$ cat src/rtl/burst_seq_pkg.sv
package burst_seq_pkg;

    localparam int unsigned POS_W = 2;

    typedef enum logic [0:0] {
        ST_IDLE  = 1'b0,
        ST_BURST = 1'b1
    } seq_state_t;

    typedef struct packed {
        logic load;
        logic step;
    } seq_cmd_t;

endpackage

$ cat src/rtl/burst_seq_fsm.sv
module burst_seq_fsm
    import burst_seq_pkg::*;
(
    input  logic     clk,
    input  logic     rst,
    input  logic     strobe_any,
    input  logic     adv,
    output seq_cmd_t cmd,
    output logic     active
);

    seq_state_t state_q;
    seq_state_t state_d;

    always_ff @(posedge clk) begin
        if (rst) begin
            state_q <= ST_IDLE;
        end else begin
            state_q <= state_d;
        end
    end

    always_comb begin
        state_d  = state_q;
        cmd.load = 1'b0;
        cmd.step = 1'b0;
        unique case (state_q)
            ST_IDLE: begin
                if (strobe_any) begin
                    cmd.load = 1'b1;
                    state_d  = ST_BURST;
                end
            end
            ST_BURST: begin
                if (strobe_any) begin
                    cmd.load = 1'b1;
                end else if (adv) begin
                    cmd.step = 1'b1;
                end
            end
            default: state_d = ST_IDLE;
        endcase
    end

    assign active = (state_q == ST_BURST);

endmodule

$ cat src/rtl/burst_seq_count.sv
module burst_seq_count
    import burst_seq_pkg::*;
#(
    parameter int unsigned ADDR_W = 20
) (
    input  logic              clk,
    input  logic              rst,
    input  seq_cmd_t          cmd,
    input  logic [ADDR_W-1:0] addr_in,
    input  logic              order_lin,
    output logic [ADDR_W-1:0] base_q,
    output logic [POS_W-1:0]  pos_q,
    output logic              lin_q
);

    always_ff @(posedge clk) begin
        if (rst) begin
            base_q <= '0;
            pos_q  <= '0;
            lin_q  <= 1'b0;
        end else if (cmd.load) begin
            base_q <= addr_in;
            pos_q  <= '0;
            lin_q  <= order_lin;
        end else if (cmd.step) begin
            pos_q  <= pos_q + POS_W'(1);
        end
    end

endmodule

$ cat src/rtl/burst_seq_map.sv
module burst_seq_map
    import burst_seq_pkg::*;
#(
    parameter int unsigned ADDR_W = 20
) (
    input  logic [ADDR_W-1:0] base,
    input  logic [POS_W-1:0]  pos,
    input  logic              lin,
    output logic [ADDR_W-1:0] addr
);

    logic [POS_W-1:0] low_lin;
    logic [POS_W-1:0] low_xor;

    assign low_lin = base[POS_W-1:0] + pos;
    assign low_xor = base[POS_W-1:0] ^ pos;

    generate
        if (ADDR_W > POS_W) begin : g_upper
            assign addr = {base[ADDR_W-1:POS_W], (lin ? low_lin : low_xor)};
        end else begin : g_low_only
            assign addr = lin ? low_lin : low_xor;
        end
    endgenerate

endmodule

$ cat src/rtl/burst_addr_seq.sv
module burst_addr_seq
    import burst_seq_pkg::*;
#(
    parameter int unsigned ADDR_W = 20
) (
    input  logic              clk,
    input  logic              rst,
    input  logic              strobe_cpu,
    input  logic              strobe_ctl,
    input  logic              adv,
    input  logic              order_lin,
    input  logic [ADDR_W-1:0] addr_in,
    output logic [ADDR_W-1:0] addr_out,
    output logic [1:0]        burst_pos,
    output logic              burst_active
);

    seq_cmd_t          cmd;
    logic [ADDR_W-1:0] base_q;
    logic [POS_W-1:0]  pos_q;
    logic              lin_q;
    logic              strobe_any;

    assign strobe_any = strobe_cpu | strobe_ctl;

    burst_seq_fsm u_fsm (
        .clk        (clk),
        .rst        (rst),
        .strobe_any (strobe_any),
        .adv        (adv),
        .cmd        (cmd),
        .active     (burst_active)
    );

    burst_seq_count #(.ADDR_W(ADDR_W)) u_count (
        .clk       (clk),
        .rst       (rst),
        .cmd       (cmd),
        .addr_in   (addr_in),
        .order_lin (order_lin),
        .base_q    (base_q),
        .pos_q     (pos_q),
        .lin_q     (lin_q)
    );

    burst_seq_map #(.ADDR_W(ADDR_W)) u_map (
        .base (base_q),
        .pos  (pos_q),
        .lin  (lin_q),
        .addr (addr_out)
    );

    assign burst_pos = pos_q;

endmodule

$ cat config.mk
export PLATFORM = sky130hd
export DESIGN_NAME = burst_addr_seq
export DESIGN_NICKNAME = d
export VERILOG_FILES = /design/src/rtl/burst_seq_pkg.sv /design/src/rtl/burst_seq_fsm.sv /design/src/rtl/burst_seq_count.sv /design/src/rtl/burst_seq_map.sv /design/src/rtl/burst_addr_seq.sv
export SDC_FILE = /design/constraint.sdc
export NUM_CORES = 1
export LEC_CHECK = 0
export ABC_CLOCK_PERIOD_IN_PS = 1300
export CORE_MARGIN = 8
export CORE_UTILIZATION = 35
export CTS_CLUSTER_SIZE = 8
export DETAILED_ROUTE_END_ITERATION = 8
export PLACE_DENSITY_LB_ADDON = 0.2
export SLEW_MARGIN = 5
export SYNTH_ARGS = -nofsm -noshare
export SYNTH_HDL_FRONTEND = slang
export SYNTH_SLANG_ARGS = --single-unit
$ cat constraint.sdc
create_clock -name clk -period 1.3 [get_ports clk]
set_input_delay 0.13 -clock clk [delete_from_list [all_inputs] [get_ports clk]]
set_output_delay 0.13 -clock clk [all_outputs]
set_load 0.05 [all_outputs]
### After elaboration in Yosys (flattened, before gate mapping)

Index checks and enable logic that the tools add are counted.

* input bits: 26
* output and inout bits: 23
* logic and storage cells: 15
* register bits: 24

* muxes and demuxes: 6
* $add $sub $neg: 2
* reduce and logical (&&, ||, !) cells: 1
* bitwise operators: 2

Operators with widths (number)
* 2-to-1 mux 1 bit: 5
* adder 2 x 1 -> 2 bit, second input constant: 1
* adder 2 bit: 1
* 2-to-1 mux 2 bit: 1
* OR reduction 2 bit: 1
* XOR 2 bit: 1
* OR 1 bit: 1

### Longest topological paths before layout

* depth in word-level cells: 3
* gate-level depth with buffers: 3
* mapped depth without buffers: 3

### Modules after synthesis

Synthesis repeated with hierarchy kept, for this count alone.

* cell total of the unflattened synthesis: 102
* area, all modules: 1074.8 um^2

By module, submodules not included
* burst_seq_count: times used 1, seq. area each 460.4 um^2, cells each 75, area an instance 853.3 um^2
* burst_seq_map: times used 1, seq. area each 0.0 um^2, cells each 22, area an instance 168.9 um^2
* burst_seq_fsm: times used 1, seq. area each 20.0 um^2, cells each 4, area an instance 46.3 um^2
* burst_addr_seq: times used 1, seq. area each 0.0 um^2, cells each 1, area an instance 6.3 um^2

### Worst setup path after synthesis

OpenSTA, ideal clock, no wires.

* path kind: register to output
* start: register u_count.pos_q[0]
* end: output addr_out[1]
* data required time: 1.170 ns
* arrival: 1.759 ns
* setup slack: -0.589 ns
* stages on the path, launching flop included: 4
* path buffers: 0
* cells stage by stage: dfxtp_1 > ha_1 > nand2_1 > xnor2_1

* longest elaborated chain between the ends: 2

Ends and longest elaborated chain
* start: declaration: line burst_seq_count.sv:12 `output logic [POS_W-1:0] pos_q,`
* start signal: assignment: line burst_seq_count.sv:26 `pos_q <= pos_q + POS_W'(1);`
* adder 2 bit: line burst_seq_map.sv:15 `assign low_lin = base[POS_W-1:0] + pos;`
* 2-to-1 mux 2 bit: line burst_seq_map.sv:20 `assign addr = {base[ADDR_W-1:POS_W], (lin ? low_lin : low_xor)};`
* end: declaration: line burst_addr_seq.sv:13 `output logic [ADDR_W-1:0] addr_out,`

Every way passes these cells.

### Final worst setup path

* start: register u_count.pos_q[1]
* end: output addr_out[1]

* longest elaborated chain between the ends: 2
* elaborated cells on any way between the ends: 3
* classes of those cells: add/sub: 1; mux: 1; bitwise: 1

Ends and longest elaborated chain (line)
* adder 2 bit / XOR 2 bit (equally long branches): burst_seq_map.sv:15, burst_seq_map.sv:16
* 2-to-1 mux 2 bit (*): burst_seq_map.sv:20

Every way passes the cells marked *; elsewhere a longest branch is shown, timed or not.

==> out/qor.txt <==
==========================================================================================
Global-route usage over all layers                                                   0.109
Detailed-routing iteration count for the pre-antenna-repair pass                         4
Category of the most critical setup path                                        reg -> out
Total of endpoints with negative setup slack in the final report                         1
Share of synthesized cell area in full adder, half adder and majority cells         0.0108
Final-report hold violation count                                                        0
Clk slew on worst S/H paths                                                        0.13 ns
CORE AREA                                                                      0.00326 mm2
Number of buffers created by CTS                                                         3
Bufs on Longest Clock Path                                                               2
Layout area overhead                                                                 66.8%
Fin cells                                                                              205
RSZ-0062 raised after global routing                                                   yes
Synthesized-area fraction occupied by ao, oa, aoi and oai cells                      0.198
Sinks on Clock Net                                                                      24
Clock tree from TritonCTS                                                            built
Standby leakage power                                                             0.710 nW
Count of cell types in the netlist                                                      22
Gate count after technology mapping                                                    129
Max-cap check violation count                                                            0
Flop2flop setup slack                                                              0.09 ns
HP Class                                                                         in -> reg
Fin Setup TNS                                                                   -0.0445 ns
Post-synth EDFFs                                                                         0
Routed WL                                                                          2.87 mm
Number of register bits inferred by synthesis                                           24
Crit Path Max Fanout                                                                     2
Warnings from Yosys                                                                      0
Fraction of layout instances using a drive strength above 1                          0.314
Pin count of the biggest net entering global routing                                    47
Cell area power density                                                         899 mW/mm2
Aggregate global routing overflow                                                        0
Violated checks                                                               setup timing
Number of filler cells placed in the layout                                            295
Fraction of registers with async set or reset after synthesis                            0
Prevailing post-synth register cell                                           sky130_fd_sc_hd__dfxtp_1
Commonest cells after routing, fill and taps aside                            sky130_fd_sc_hd__clkdlybuf4s50_1, sky130_fd_sc_hd__buf_12, sky130_fd_sc_hd__o21ai_0, sky130_fd_sc_hd__a21oi_1, sky130_fd_sc_hd__dfxtp_1
Initial antenna violation count                                                          0
Period Utilization, post-route                                                        1.03
Insertion delay to the later sink of the worst-skew pair                           0.30 ns
Gp weighted congestion                                                               0.646
Simple-Gate Fraction of Synth Area                                                   0.194
Final Critical Period                                                              1.34 ns
Starting utilization of the core area                                                0.354
First-pass GRT wire length                                                         4.61 mm
Max_slew headroom                                                                    0.758
Die height                                                                         73.4 um
Worst setup slack before clock tree synthesis                                    -0.142 ns
Number of top-level design ports                                                        49
Avg Vias per Cell                                                                     4.67
Transition at the pin with the smallest max-transition slack                      0.354 ns
CP Data Arrival Time                                                               1.21 ns
Post-Route Skew                                                                0.000900 ns
Row Count                                                                               21
Outcome                                                                       finished, violations left
Highest attainable clock frequency                                                 744 MHz
Dominant combinational cell family by area after synthesis                    compound AO/OA/AOI/OAI gates
Clock tree root driver cell                                                   sky130_fd_sc_hd__clkbuf_4
Post-layout worst setup margin                                                  -0.0445 ns
Antenna Nets Post-Route                                                                  0
Layout Nets                                                                            187
Starting DRT DRC Count                                                                  71
Routed vias                                                                            958
Number of buffers added on ports                                                        48
Final Max Slew Viols                                                                     0
Width of the die                                                                   73.4 um
Hpwl dp                                                                            2.00 mm
Number of global-route vias before repair                                              964
Startpoint class of the critical path                                             register
XOR/XNOR share of the synthesized area                                              0.0152
Number of nets produced by synthesis                                                   156
Worst IR drop on VDD                                                                444 uV
Maximum level of the CTS H-tree                                                          1
Die ar.                                                                        0.00539 mm2
Routed length per instance                                                         14.0 um
Required time of the critical path                                                 1.17 ns
Kind of end point of the critical path                                        primary output
Total standard cell area after synthesis                                       0.00115 mm2
Hold Buf Count CTS                                                                       0
Antenna diode count                                                                      0
DRC violations left                                                                      0
Share of the core filled with cells                                                  0.591
Mux cell area share after synthesis                                                0.00975
Mean post-synth cell area                                                         8.95 um2
Register area share after synthesis                                                  0.416
Cell count after placement                                                             199
==========================================================================================
## where the power goes
part           total (mW)  leakage, nW  switching [mW]  internal (mW)
Clock               0.381       0.0210           0.210          0.171
Sequential          0.819        0.201          0.0445          0.775
Combinational       0.532        0.488           0.250          0.283
## stage by stage
step	total power, mW	hold slack, ns	area (um2)
after detailed placement	1.37	0.553	1830
after floorplan	1.11	0.291	1180
after global routing	1.82	0.362	1930
after CTS	1.77	0.367	1920
after global placement	1.36	0.541	1830
final	1.73	0.376	1930
## cell usage after synthesis, types with 2 or more instances
master,count,area share
sky130_fd_sc_hd__dfxtp_1,24,0.42
sky130_fd_sc_hd__a21oi_1,21,0.091
sky130_fd_sc_hd__o21ai_0,21,0.091
sky130_fd_sc_hd__buf_4,18,0.12
sky130_fd_sc_hd__or3b_1,15,0.11
sky130_fd_sc_hd__clkbuf_1,8,0.026
sky130_fd_sc_hd__or3b_2,6,0.046
sky130_fd_sc_hd__clkbuf_2,2,0.0087
## worst max-delay path, cell delays in order (launching register included)
cell	delay, ns
sky130_fd_sc_hd__dfxtp_4	0.39
sky130_fd_sc_hd__xor2_4	0.19
sky130_fd_sc_hd__xnor2_4	0.18
sky130_fd_sc_hd__buf_12	0.15
## registers in the layout (all words and copies together) (netlist names)
register	cells
u_count.pos_q	2
u_count.base_q	20
u_fsm.active	1
u_count.lin_q	1
## logic make-up after synthesis
logic type | count (synthesis)
AOI/OAI and AO/OA | 44
buffers and inverters | 29
and+or+nand+nor | 28
DFF | 24
xor gates and xnor gates | 2
muxes | 1
adders and majority gates | 1
## layout make-up
type	instances	area [um2]	area share
clock buffers	4	36.3	0.0188
repair buffers	55	788	0.409
well taps	46	57.6	0.0299
flip-flops and latches	24	493	0.256
multi-input cells	76	552	0.286
## repair_timing
action	CTS	global route
setup buffers	2	0
gates resized for setup	10	1
endpoints found under the setup margin	2	1
pin swaps	3	2
endpoints found under the hold margin	0	0
## per-layer routing
layer	global-route usage	up-vias	wire length, um
li1	-	498	-
met1	0.118	432	1160
met2	0.176	26	1420
met3	0.0546	2	271
met4	0.0399	0	21
met5	0	-	0
## worst paths after layout
path / startpoint / to / depth (start not counted)
max reg2reg: u_count.pos_q[0] / u_count.pos_q[0] / 3
max: u_count.pos_q[1] / addr_out[1] / 3
min reg2reg: u_count.base_q[7] / u_count.base_q[7] / 2
min: addr_in[2] / u_count.base_q[2] / 3
No activity file was read; power rests on OpenSTA's default activity.
